$ cat config.mk
export PLATFORM = sky130hd
export DESIGN_NAME = exc_ctrl
export DESIGN_NICKNAME = d
export VERILOG_FILES = /design/src/rtl/exc_pkg.sv /design/src/rtl/exc_arbiter.sv /design/src/rtl/exc_bank.sv /design/src/rtl/exc_ctrl.sv
export SDC_FILE = /design/constraint.sdc
export NUM_CORES = 1
export LEC_CHECK = 0
export ABC_AREA = 1
export BUFFER_PORTS_ARGS = -buffer_cell sky130_fd_sc_hd__buf_2
export CORE_MARGIN = 5
export CORE_UTILIZATION = 40
export DETAILED_ROUTE_END_ITERATION = 8
export GPL_ROUTABILITY_DRIVEN = 0
export GPL_TIMING_DRIVEN = 1
export PLACE_DENSITY = 0.58
export SYNTH_ARGS = -nofsm -noshare
export SYNTH_HDL_FRONTEND = slang
export SYNTH_SLANG_ARGS = --single-unit
$ cat constraint.sdc
create_clock -name clk_i -period 5.2 [get_ports clk_i]
set_clock_uncertainty 0.2 [all_clocks]
set_input_delay 1.04 -clock clk_i [delete_from_list [all_inputs] [get_ports clk_i]]
set_output_delay 1.04 -clock clk_i [all_outputs]
set_load 0.03 [all_outputs]
$ cat src/rtl/exc_pkg.sv
package exc_pkg;
  localparam int XLEN      = 32;
  localparam int NUM_EXC   = 7;
  localparam int NUM_BANKS = 6;
  localparam int BANK_W    = $clog2(NUM_BANKS);
  localparam int I_BIT     = 7;
  localparam int F_BIT     = 6;

  localparam logic [4:0] MODE_USR = 5'b10000;
  localparam logic [4:0] MODE_FIQ = 5'b10001;
  localparam logic [4:0] MODE_IRQ = 5'b10010;
  localparam logic [4:0] MODE_SVC = 5'b10011;
  localparam logic [4:0] MODE_ABT = 5'b10111;
  localparam logic [4:0] MODE_UND = 5'b11011;
  localparam logic [4:0] MODE_SYS = 5'b11111;

  // index order is acceptance priority, 0 highest
  typedef enum logic [2:0] {
    EXC_RST  = 3'd0,
    EXC_DABT = 3'd1,
    EXC_FIQ  = 3'd2,
    EXC_IRQ  = 3'd3,
    EXC_PABT = 3'd4,
    EXC_UND  = 3'd5,
    EXC_SWI  = 3'd6
  } exc_e;

  function automatic logic [XLEN-1:0] exc_vector(exc_e e);
    case (e)
      EXC_RST:  return XLEN'(32'h00);
      EXC_UND:  return XLEN'(32'h04);
      EXC_SWI:  return XLEN'(32'h08);
      EXC_PABT: return XLEN'(32'h0C);
      EXC_DABT: return XLEN'(32'h10);
      EXC_IRQ:  return XLEN'(32'h18);
      default:  return XLEN'(32'h1C);
    endcase
  endfunction

  function automatic logic [4:0] exc_mode(exc_e e);
    case (e)
      EXC_RST, EXC_SWI:   return MODE_SVC;
      EXC_UND:            return MODE_UND;
      EXC_PABT, EXC_DABT: return MODE_ABT;
      EXC_IRQ:            return MODE_IRQ;
      default:            return MODE_FIQ;
    endcase
  endfunction

  function automatic logic exc_sets_f(exc_e e);
    return (e == EXC_RST) || (e == EXC_FIQ);
  endfunction

  // bank 0 is shared by user and system and has no saved status
  function automatic logic [BANK_W-1:0] bank_of(logic [4:0] m);
    case (m)
      MODE_FIQ: return BANK_W'(1);
      MODE_IRQ: return BANK_W'(2);
      MODE_SVC: return BANK_W'(3);
      MODE_ABT: return BANK_W'(4);
      MODE_UND: return BANK_W'(5);
      default:  return BANK_W'(0);
    endcase
  endfunction
endpackage

$ cat src/rtl/exc_arbiter.sv
module exc_arbiter
  import exc_pkg::*;
#(
  parameter int N = NUM_EXC
) (
  input  logic         clk_i,
  input  logic         rst_ni,
  input  logic [N-1:0] req_i,
  input  logic         irq_mask_i,
  input  logic         fiq_mask_i,
  output logic         valid_o,
  output exc_e         sel_o,
  output logic [N-1:0] grant_o
);
  logic [N-1:0] live;

  always_comb begin
    live = req_i;
    live[EXC_IRQ] = req_i[EXC_IRQ] & ~irq_mask_i;
    live[EXC_FIQ] = req_i[EXC_FIQ] & ~fiq_mask_i;
  end

  always_comb begin
    grant_o = '0;
    sel_o   = EXC_RST;
    valid_o = 1'b0;
    for (int k = 0; k < N; k++) begin
      if (live[k] && !valid_o) begin
        valid_o    = 1'b1;
        grant_o[k] = 1'b1;
        sel_o      = exc_e'(k);
      end
    end
  end

  a_r6_single_grant: assert property (@(posedge clk_i) disable iff (!rst_ni)
    $onehot0(grant_o) && (valid_o == (grant_o != '0)));
  a_r7_irq_masked: assert property (@(posedge clk_i) disable iff (!rst_ni)
    irq_mask_i |-> !grant_o[EXC_IRQ]);
  a_r7_fiq_masked: assert property (@(posedge clk_i) disable iff (!rst_ni)
    fiq_mask_i |-> !grant_o[EXC_FIQ]);
endmodule

$ cat src/rtl/exc_bank.sv
module exc_bank
  import exc_pkg::*;
#(
  parameter int W  = XLEN,
  parameter int NB = NUM_BANKS,
  localparam int IW = $clog2(NB)
) (
  input  logic          clk_i,
  input  logic          rst_ni,
  input  logic [IW-1:0] cur_idx_i,
  input  logic          ent_we_i,
  input  logic [IW-1:0] ent_idx_i,
  input  logic [W-1:0]  ent_lr_i,
  input  logic [W-1:0]  ent_spsr_i,
  input  logic          sp_we_i,
  input  logic [W-1:0]  sp_wdata_i,
  output logic [W-1:0]  lr_o,
  output logic [W-1:0]  sp_o,
  output logic [W-1:0]  spsr_o,
  output logic          has_spsr_o
);
  logic [W-1:0] lr_q   [NB];
  logic [W-1:0] sp_q   [NB];
  logic [W-1:0] spsr_q [NB];

  for (genvar b = 0; b < NB; b++) begin : g_bank
    always_ff @(posedge clk_i or negedge rst_ni) begin
      if (!rst_ni) begin
        lr_q[b] <= '0;
        sp_q[b] <= '0;
      end else begin
        if (ent_we_i && ent_idx_i == IW'(b)) lr_q[b] <= ent_lr_i;
        if (sp_we_i && cur_idx_i == IW'(b))  sp_q[b] <= sp_wdata_i;
      end
    end

    if (b == 0) begin : g_nosave
      assign spsr_q[b] = '0;
    end else begin : g_save
      always_ff @(posedge clk_i or negedge rst_ni) begin
        if (!rst_ni) spsr_q[b] <= '0;
        else if (ent_we_i && ent_idx_i == IW'(b)) spsr_q[b] <= ent_spsr_i;
      end
    end
  end

  assign lr_o       = lr_q[cur_idx_i];
  assign sp_o       = sp_q[cur_idx_i];
  assign spsr_o     = spsr_q[cur_idx_i];
  assign has_spsr_o = (cur_idx_i != '0);

  a_r9_sp_other_banks_hold: assert property (@(posedge clk_i) disable iff (!rst_ni)
    !sp_we_i && !(ent_we_i && ent_idx_i == cur_idx_i) |=> $stable(sp_o) || $changed(cur_idx_i));
endmodule

$ cat src/rtl/exc_ctrl.sv
module exc_ctrl
  import exc_pkg::*;
(
  input  logic        clk_i,
  input  logic        rst_ni,
  input  logic        req_rst_i,
  input  logic        req_und_i,
  input  logic        req_swi_i,
  input  logic        req_pabt_i,
  input  logic        req_dabt_i,
  input  logic        req_irq_i,
  input  logic        req_fiq_i,
  input  logic        ret_i,
  input  logic        pc_ld_i,
  input  logic [31:0] pc_val_i,
  input  logic        cpsr_ld_i,
  input  logic [31:0] cpsr_val_i,
  input  logic        sp_we_i,
  input  logic [31:0] sp_wdata_i,
  output logic [31:0] pc_o,
  output logic [31:0] cpsr_o,
  output logic [31:0] spsr_o,
  output logic [31:0] lr_o,
  output logic [31:0] sp_o,
  output logic        entry_taken_o,
  output logic [31:0] entry_vector_o
);
  localparam logic [XLEN-1:0] RESET_CPSR = XLEN'({MODE_SVC == 5'b10011 ? 24'h0 : 24'h0, 3'b110, MODE_SVC});

  logic [XLEN-1:0] pc_q, pc_d, cpsr_q, cpsr_d, vec_q, vec_d;
  logic            taken_q;
  logic [NUM_EXC-1:0] reqs, grant;
  logic            ent_valid, ret_take, has_spsr;
  exc_e            ent_sel;
  logic [XLEN-1:0] bank_lr, bank_sp, bank_spsr, ent_cpsr;
  logic [BANK_W-1:0] cur_idx, ent_idx;

  always_comb begin
    reqs = '0;
    reqs[EXC_RST]  = req_rst_i;
    reqs[EXC_DABT] = req_dabt_i;
    reqs[EXC_FIQ]  = req_fiq_i;
    reqs[EXC_IRQ]  = req_irq_i;
    reqs[EXC_PABT] = req_pabt_i;
    reqs[EXC_UND]  = req_und_i;
    reqs[EXC_SWI]  = req_swi_i;
  end

  exc_arbiter #(.N(NUM_EXC)) u_arb (
    .clk_i      (clk_i),
    .rst_ni     (rst_ni),
    .req_i      (reqs),
    .irq_mask_i (cpsr_q[I_BIT]),
    .fiq_mask_i (cpsr_q[F_BIT]),
    .valid_o    (ent_valid),
    .sel_o      (ent_sel),
    .grant_o    (grant)
  );

  assign cur_idx = bank_of(cpsr_q[4:0]);
  assign ent_idx = bank_of(exc_mode(ent_sel));

  exc_bank #(.W(XLEN), .NB(NUM_BANKS)) u_bank (
    .clk_i      (clk_i),
    .rst_ni     (rst_ni),
    .cur_idx_i  (cur_idx),
    .ent_we_i   (ent_valid),
    .ent_idx_i  (ent_idx),
    .ent_lr_i   (pc_q + XLEN'(4)),
    .ent_spsr_i (cpsr_q),
    .sp_we_i    (sp_we_i),
    .sp_wdata_i (sp_wdata_i),
    .lr_o       (bank_lr),
    .sp_o       (bank_sp),
    .spsr_o     (bank_spsr),
    .has_spsr_o (has_spsr)
  );

  // new status word: keep flags and bit 5, rewrite masks and mode
  always_comb begin
    ent_cpsr        = cpsr_q;
    ent_cpsr[4:0]   = exc_mode(ent_sel);
    ent_cpsr[I_BIT] = 1'b1;
    if (exc_sets_f(ent_sel)) ent_cpsr[F_BIT] = 1'b1;
  end

  assign ret_take = ret_i && has_spsr && !ent_valid;

  always_comb begin
    pc_d   = pc_q;
    cpsr_d = cpsr_q;
    vec_d  = vec_q;
    if (ent_valid) begin
      pc_d   = exc_vector(ent_sel);
      cpsr_d = ent_cpsr;
      vec_d  = exc_vector(ent_sel);
    end else if (ret_take) begin
      pc_d   = bank_lr;
      cpsr_d = bank_spsr;
    end else begin
      if (pc_ld_i)   pc_d   = pc_val_i;
      if (cpsr_ld_i) cpsr_d = cpsr_val_i;
    end
  end

  always_ff @(posedge clk_i or negedge rst_ni) begin
    if (!rst_ni) begin
      pc_q    <= '0;
      cpsr_q  <= RESET_CPSR;
      vec_q   <= '0;
      taken_q <= 1'b0;
    end else begin
      pc_q    <= pc_d;
      cpsr_q  <= cpsr_d;
      vec_q   <= vec_d;
      taken_q <= ent_valid;
    end
  end

  assign pc_o           = pc_q;
  assign cpsr_o         = cpsr_q;
  assign spsr_o         = bank_spsr;
  assign lr_o           = bank_lr;
  assign sp_o           = bank_sp;
  assign entry_taken_o  = taken_q;
  assign entry_vector_o = vec_q;

  a_r5_i_set: assert property (@(posedge clk_i) disable iff (!rst_ni)
    taken_q |-> cpsr_q[I_BIT]);
  a_r5_f_kept: assert property (@(posedge clk_i) disable iff (!rst_ni)
    taken_q && vec_q != XLEN'(32'h00) && vec_q != XLEN'(32'h1C)
      |-> cpsr_q[F_BIT] == $past(cpsr_q[F_BIT]));
  a_r3_spsr_saved: assert property (@(posedge clk_i) disable iff (!rst_ni)
    taken_q |-> spsr_o == $past(cpsr_q));
  a_r4_lr_saved: assert property (@(posedge clk_i) disable iff (!rst_ni)
    taken_q |-> lr_o == $past(pc_q) + XLEN'(4));
  a_r8_ret_atomic: assert property (@(posedge clk_i) disable iff (!rst_ni)
    ret_take |=> pc_q == $past(bank_lr) && cpsr_q == $past(bank_spsr));
  a_r10_vector_match: assert property (@(posedge clk_i) disable iff (!rst_ni)
    $rose(taken_q) |-> pc_q == vec_q);
endmodule

Word-level counts from Yosys, hierarchy flattened
Index checks and enable logic that the tools add are counted.
Widths: inputs -> output; s select.
- input bits: 109
- bits in registers: 641
- word-level logic and storage cells: 130
- add/sub/neg operators: 1
- reductions and logical operators: 39
- equality and inequality tests: 27
- order comparisons: 1
- bitwise logic cells: 6
- multiplexer cells: 33
- operator list (kind ; number):
    $mux 32 ; 11
    $bmux 32 s3 ; 3
    $eq 5x5->1 const B ; 10
    $add 32x3->32 const B ; 1
    $pmux 3 s5 ; 2
    $pmux 5 s6 ; 1
    $eq 3x3->1 const B ; 7
    $logic_and 1x1->1 ; 20
    $eq 3x2->1 const B ; 6
    $pmux 4 s4 ; 1
    $eq 3x1->1 const B ; 3
    $logic_not 3->1 ; 3
    $mux 1 ; 9
    $mux 3 ; 3
    $reduce_bool 3->1 ; 3
    $mux 8 ; 1
    $logic_not 1->1 ; 7
    $ge 4x4->1 const B ; 1
    $mux 2 ; 2
    $not 3->4 ; 1
    $reduce_and 2->1 ; 2
    $reduce_or 2->1 ; 2
    $not 1->1 ; 3
    $and 1x1->1 ; 2
    other kinds (3) ; 3

Longest topological paths before layout
Gate-level depths: netlist (run 1).
- depth in word-level cells: 26
- mapped depth: 15
- mapped depth without buffers: 13

Hierarchy
Synthesis (run 1) repeated with hierarchy kept, for this count alone.
- cells, all modules: 3999
- area, all modules: 29515.8 µm²
- modules (own cells, without submodules) (module ; sequential area each (µm²) ; instances ; cells each ; area an instance (µm²)):
    exc_bank ; 13613.1 ; 1 ; 3318 ; 24974.0
    exc_ctrl ; 1707.9 ; 1 ; 653 ; 4394.2
    exc_arbiter ; 0.0 ; 1 ; 28 ; 147.6

Worst setup path after synthesis (run 1)
OpenSTA, ideal clock, no wires.
- path type: reg2out
- start point: reg cpsr_q[4], in the netlist cpsr_o[4]
- end point: out sp_o[10]
- slack: 1537 ps
- cell stages (with the launch flop): 11
- arrival: 2423 ps
- cell sequence: dfstp_2 > buf_2 > nand2_1 > nor2_2 > nand2_4 > nor2_4 > buf_4 > buf_2 > buf_2 > a22oi_1 > a21oi_1
- longest elaborated chain between the ends: 6
- ends and longest elaborated chain (what ; RTL line ; text):
    start, declared ; exc_ctrl.sv:30 ; logic [XLEN-1:0] pc_q, pc_d, cpsr_q, cpsr_d, vec_q, vec_d;
    start signal, assigned ; exc_ctrl.sv:114 ; cpsr_q <= cpsr_d;
    $eq 5x5->1 ; exc_pkg.sv:56 ; case (m)
    $pmux 3 s5 (*) ; exc_pkg.sv:56 ;
    $not 3->4 (not written as such) (*) ; exc_bank.sv:48 ; assign sp_o = sp_q[cur_idx_i];
    $bmux 32 s3 (*) ; exc_bank.sv:48 ;
    $mux 32 (not written as such) (*) (2 in series) ; exc_bank.sv:48 ;
    end, declared ; exc_ctrl.sv:24 ; output logic [31:0] sp_o,
Mark *: on every way between the ends. The rest lies on a longest branch, timed or not. The select of a mux whose other input is x is not followed.

Worst setup path in the final report (run 1)
- start point: reg cpsr_q[2], in the netlist cpsr_o[2]
- end point: out sp_o[14]
The elaborated chain is that of the path after synthesis.

==> results of run 1 <==
## logic make-up (layout without fill, tap and decap cells)
kind of cell    Yosys count  after routing  synth area share [%]
compound gates          752            752                  14.8
xor+xnor                 27             27                 0.852
fa+ha+maj                 4              4                 0.180
buf+inv                 516            691                  7.80
flops                   612            612                  55.2
other cells               1             30                0.0135
simple gates           1469           1469                  21.2
## routing by layer
metal	GRT usage [%]	vias up	routed length, um
met4	6.04	0	1900
met2	35.7	656	39200
li1	-	11167	-
met5	0	-	0
met3	3.57	110	4770
met1	31.1	11223	38100
## power by group through the flow
stage,combinational (mW),sequential (mW),clock [mW]
after global routing,3.67,6.41,5.46
after CTS,3.31,6.29,5.26
after global placement,3.26,6.34,0
after floorplan,2.14,6.38,0
after detailed placement,3.31,6.35,0
final,3.27,6.30,5.12
## synth_stat cells, types with 9 or more instances
cell type | count | area share (%)
nand4_1 | 35 | 0.79
nor3_1 | 9 | 0.16
o211ai_1 | 27 | 0.73
nor2_1 | 140 | 1.9
dfrtp_1 | 607 | 55
o21ai_0 | 489 | 8.8
o22ai_1 | 24 | 0.54
nand3_1 | 124 | 2.2
a221oi_1 | 32 | 1.0
buf_2 | 66 | 1.2
a22oi_1 | 41 | 1.1
clkbuf_1 | 153 | 2.1
nand2_1 | 1138 | 15
xor2_1 | 27 | 0.85
buf_1 | 11 | 0.15
buf_4 | 37 | 1.0
inv_1 | 237 | 3.2
a21oi_1 | 109 | 2.0
o21ai_1 | 26 | 0.47
## worst paths after layout
check | depth (start not counted) | end | startpoint
min in group asynchronous | 1 | u_bank.sp_q[55]$_DFFE_PN0P_ | rst_ni
max reg2reg | 12 | pc_o[9]$_DFFE_PN0P_ | cpsr_o[4]$_DFFE_PN1P_
min | 0 | u_bank.lr_q[190]$_DFFE_PN0P_ | u_bank.lr_q[190]$_DFFE_PN0P_
max in group asynchronous | 2 | u_bank.spsr_q[106]$_DFFE_PN0P_ | rst_ni
min reg2reg | 0 | u_bank.lr_q[190]$_DFFE_PN0P_ | u_bank.lr_q[190]$_DFFE_PN0P_
max | 9 | sp_o[14] | cpsr_o[2]$_DFFE_PN0P_
## per-stage QoR
step	util [%]	cells	instance area [sq um]	power [mW]	hold WS, ns
global route	46.8	4516	32100	15.5	0.183
CTS	46.7	4515	32100	14.9	0.178
global placement	43.3	4388	29700	9.60	0.165
floorplan	-	3409	27900	8.52	0.229
finish	46.8	4516	32100	14.7	0.176
detailed placement	43.3	4388	29700	9.66	0.166
## final cells by class
cell class	instances	area share, %
Sequential cell	612	47.7
Multi-Input combinational cell	2281	32.5
Clock buffer	106	6.61
Timing Repair Buffer	316	5.77
Tap cell	931	3.63
Inverter	248	2.91
Clock inverter	21	0.861
Antenna cell	1	0.00779
## critical path: cells and delay by family, from the launching register on
family / cells / cell delay, ns
and+or+nand+nor: 5 / 1.26
buffers and inverters: 2 / 0.71
DFF: 1 / 0.46
AOI/OAI and AO/OA: 2 / 0.32
## state kept, by name (all words and copies together), names as in the netlist
signal and count:
u_bank.lr_q 192, entry_taken_o 1, u_bank.sp_q 192, cpsr_o 32
pc_o 32, u_bank.spsr_q 160, entry_vector_o 3
==> flow_metrics.tcl, run 1 <==
set metrics [dict create \
    power_switching_mw 4.82 \
    tightestPinTransition_ns 1.12 \
    grt_pass1_vias 22495 \
    cts_sinks 612 \
    syn2layout_area_growth_pct 15.7 \
    dpl.hpwl_mm 51.4 \
    ctsLongestPathBuffers 3 \
    power.internal_mw 9.88 \
    yosysWarnings 0 \
    setup.worst_path.end_class "output pin" \
    worstSetupPathType "reg -> out" \
    cts-root-buf "clkbuf_16" \
    grt.overflow.total 0 \
    pwr-share-comb_pct 22.3 \
    cts_resized 0 \
    post_cts_buffers 0 \
    synthArstFlopShare_pct 100 \
    core_area_sq_um 68700 \
    seq_area_sq_um 15300 \
    netlist_area_sq_um 27800 \
    slowest_stage "nor2_4" \
    final_max_slew_viol_count 0 \
    first_pass_iters 5 \
    slowest_delay_ns 0.55 \
    dp_slack_ns 1.14 \
    routed_via_density 5.13 \
    relSlewSlack_pct 25.2 \
    ys_seq_area_share_pct 55.2 \
    final_common_cell "nand2_1" \
    setup_tns_ns 0 \
    io_buffers 272 \
    synth_seq_cells 612 \
    cts_buffers 71 \
    grt_max_degree 152 \
    antenna_found_initial 2 \
    most-common-layout-cells "nand2_1 (1,136), dfrtp_1 (607), o21ai_0 (488), buf_2 (271), inv_1 (235)" \
    leakage_nw 15.8 \
    multi_input_area_sq_um 10400 \
    routed_wl_mm 84.0 \
    dieArea_sq_um 74800 \
    fmax_mhz 218 \
    switching_share_pct 32.8 \
    drc_errors 0 \
    synthCells 3381 \
    grt_pass1_wl_mm 132 \
    drt.antenna.violating_nets 0 \
    ff2ff_setup_slack_ns 1.40 \
    crit_path_cell_trace "nor2_1 > nand3_2 > nor2_4 > buf_4 > nand2_1 > nand3_1 > a221oi_1 > a21oi_1 > buf_2" \
    hold_path.class "reg -> reg" \
    ys.flop_type "dfrtp_1" \
    rows 96 \
    crit_required_ns 3.96 \
    max-vdd-ir-drop_v 0.000212 \
    synth_edf_count 0 \
    rsz0062_at_grt "false" \
    drv_cap 0 \
    p_clk_share_pct 34.9 \
    io_pins 302 \
    power_density_nw_per_um2 457 \
    worst_setup_path_start_kind "flip-flop" \
    final_hold_viol_count 0 \
    postSynthAreaPerCell_sq_um 8.21 \
    clkTransAtPathRegs_ns 0.06 \
    initial_core_util_pct 40.4 \
    wl_per_cell_um 18.6 \
    route.vias.total 23156 \
    period_minus_slack_ns 4.59 \
    period_share_pct 88.3 \
    cts_max_level 3 \
    nets 3643 \
    worstPathArrival_ns 3.35 \
    insertion_delay_ns 0.60 \
    outcome "finished clean" \
    ys_types 39 \
    setup_viol_count_final 0 \
    fin_ws_ns 0.608 \
    dr.first_iter.drc_count 2016 \
    track_usage_pct 22.1 \
    crit_fanout 22 \
    fillers 6969 \
    hold_buffers 0 \
    drive_above_1_share_pct 13.1 \
    seq_power_share_pct 42.9 \
    die_x_um 273 \
    cts_tree "yes" \
    die_h_um 273 \
]
Power figures use the tool's default switching activity.
==> inputs of run 2 (changes only) <==
Settings changed: SLEW_MARGIN set to 20, SYNTH_HIERARCHICAL set to 1.
==> run 2 against run 1 <==
  * Synthesized cell count grew 18%
  * Die area is 6.0% higher
  * Clock power decreased by 4%
  * Sequential power up 10%
  * Utilization down 0.38 points
  * Critical endpoint is now spsr_o[20]
  * Global-route usage down 0.21 points
  * Power is 10% higher
  * First-iteration DRC count grew 2.5%
  * Clock-buffer cell count fell by 5
  * Sequential share of layout area is 2.5 points lower
  * Synthesized area grew 6.3%
==> flow_metrics.tcl, run 2 <==
set metrics [dict create \
    outcome "finished clean" \
    routed_wl_mm 88.2 \
    fmax_mhz 209 \
    worstPathArrival_ns 3.55 \
    yosysWarnings 6 \
    io_buffers 272 \
    drive_above_1_share_pct 11.6 \
    power_density_nw_per_um2 479 \
    dpl.hpwl_mm 53.7 \
    fillers 7501 \
    postSynthAreaPerCell_sq_um 7.38 \
    cts_sinks 612 \
    max-vdd-ir-drop_v 0.000268 \
    final_max_slew_viol_count 0 \
    rr_startpoint "cpsr_o[1]$_DFFE_PN1P_" \
    period_minus_slack_ns 4.79 \
    cts_max_level 3 \
    initial_core_util_pct 40.4 \
    hold_depth 2 \
    reg2reg_depth 8 \
    dp.cells 5038 \
    antenna_found_initial 2 \
    die_x_um 282 \
    final_area_sq_um 33900 \
    hold_buffers 0 \
    cts_resized 0 \
    setup_viol_count_final 0 \
    biggestRegsByFlops "u_bank/lr_q: 192 flops, u_bank/sp_q: 192 flops, u_bank/spsr_q: 160 flops" \
    netlist_area_sq_um 29500 \
    total_power_mw 16.2 \
    grt_max_degree 132 \
    route.vias.total 25687 \
    rsz0062_at_grt "false" \
    final_hold_viol_count 0 \
    cts_buffers 71 \
    clkTransAtPathRegs_ns 0.06 \
    dieArea_sq_um 79300 \
    most-common-layout-cells "nand2_1 (1,897), dfrtp_1 (607), o21ai_0 (515), nor2_1 (273), buf_2 (271)" \
    crit_required_ns 3.96 \
    cts-root-buf "clkbuf_16" \
    cts_tree "yes" \
    nets 4262 \
    whs_endpoint "u_bank/sp_q[168]$_DFFE_PN0P_" \
    worstSetupPathType "reg -> out" \
    syn2layout_area_growth_pct 14.9 \
    grt_pass1_vias 24103 \
    tightestPinTransition_ns 0.953 \
    placed_cell_area_sq_um 31600 \
    drc_errors 0 \
    ctsLongestPathBuffers 3 \
    setup.worst_path.end_class "output pin" \
    period_share_pct 92.2 \
    first_pass_iters 5 \
    worst_setup_path_start_kind "flip-flop" \
    die_h_um 282 \
    insertion_delay_ns 0.61 \
    grt_pass1_wl_mm 139 \
    setup_tns_ns 0 \
    wl_per_cell_um 17.1 \
    synthCells 3995 \
    relSlewSlack_pct 36.2 \
    io_pins 302 \
    crit_fanout 19 \
    regToRegEndpoint "u_bank/sp_q[104]$_DFFE_PN0P_" \
    core_area_sq_um 73100 \
    grt.overflow.total 0 \
    holdCritStartpoint "u_bank/sp_q[168]$_DFFE_PN0P_" \
    drt.antenna.violating_nets 0 \
    dr.first_iter.drc_count 2067 \
    timing.hold.ws_ns 0.281 \
    final_common_cell "nand2_1" \
    rows 99 \
    stdcell_count 5168 \
    track_usage_pct 21.9 \
    hold_path.class "reg -> reg" \
    leakage_nw 17.7 \
    drv_cap 0 \
    post_cts_buffers 0 \
    routed_via_density 4.97 \
    ff2ff_setup_slack_ns 1.51 \
]
-- run 2: changes by cell type in the layout (fill, tap and decap cells not counted), sizes merged, moves of 27 or more --
cell / previous run / this run
a21oi: 109 / 4
a22oi: 41 / 0
o211ai: 27 / 0
o21ai: 516 / 591
nand3: 127 / 91
nor2: 146 / 284
inv: 247 / 177
a221oi: 32 / 0
a31oi: 0 / 27
nand4: 36 / 5
nand2: 1144 / 1914
-- run 2: layer usage --
metal  global-route usage [%]  share of wire [%]
met5                        0                  0
met4                     5.96                2.6
met3                     4.09                6.2
met1                     30.5                 46
met2                     35.4                 45
-- run 2: where the power goes --
| group | switching, mW | total, mW | internal (mW) |
|---|---|---|---|
| sequential | 0.762 | 6.95 | 6.19 |
| clock | 2.05 | 4.94 | 2.89 |
| combinational | 2.96 | 4.33 | 1.37 |
| total | 5.77 | 16.2 | 10.4 |
-- run 2: per-stage QoR --
stage	utilization, %	worst slack, ns
finish	46.4	0.408
detailed placement	43.2	1.01
floorplan	-	1.66
CTS	46.4	0.350
global route	46.4	0.180
global placement	43.2	1.09
-- run 2: critical path: stages (launching register included) --
cell     delay (ns)
dfstp_2        0.54
inv_1          0.10
nor3_2         0.50
buf_4          0.40
nor2_2         0.13
inv_1          0.55
buf_12         0.25
nor2_1         0.06
nor2_1         0.10
nor2_1         0.10
buf_2          0.19
-- run 2: cell type report --
class / count / area (sq um) / area share, %
Clock buffer: 101 / 2070 / 6.11
Antenna cell: 2 / 5.00 / 0.0148
Clock inverter: 27 / 250 / 0.738
Sequential cell: 612 / 15300 / 45.2
Inverter: 174 / 666 / 1.96
Tap cell: 959 / 1200 / 3.54
Multi-Input combinational cell: 2970 / 12400 / 36.5
Timing Repair Buffer: 323 / 1990 / 5.88
-- run 2: worst max path at each step --
stage               slack [ns]  cells past startpoint                        endpoint                   from
global route              0.18                     10                      spsr_o[28]  cpsr_o[4]$_DFFE_PN1P_
global placement          1.09                     10                      spsr_o[28]  cpsr_o[1]$_DFFE_PN1P_
finish                    0.41                     10                      spsr_o[20]  cpsr_o[4]$_DFFE_PN1P_
floorplan                 1.66                      9                      spsr_o[12]  cpsr_o[4]$_DFFE_PN1P_
CTS                       0.35                     10                      spsr_o[20]  cpsr_o[4]$_DFFE_PN1P_
detailed placement        1.01                     14  u_bank/spsr_q[151]$_DFFE_PN0P_             req_dabt_i
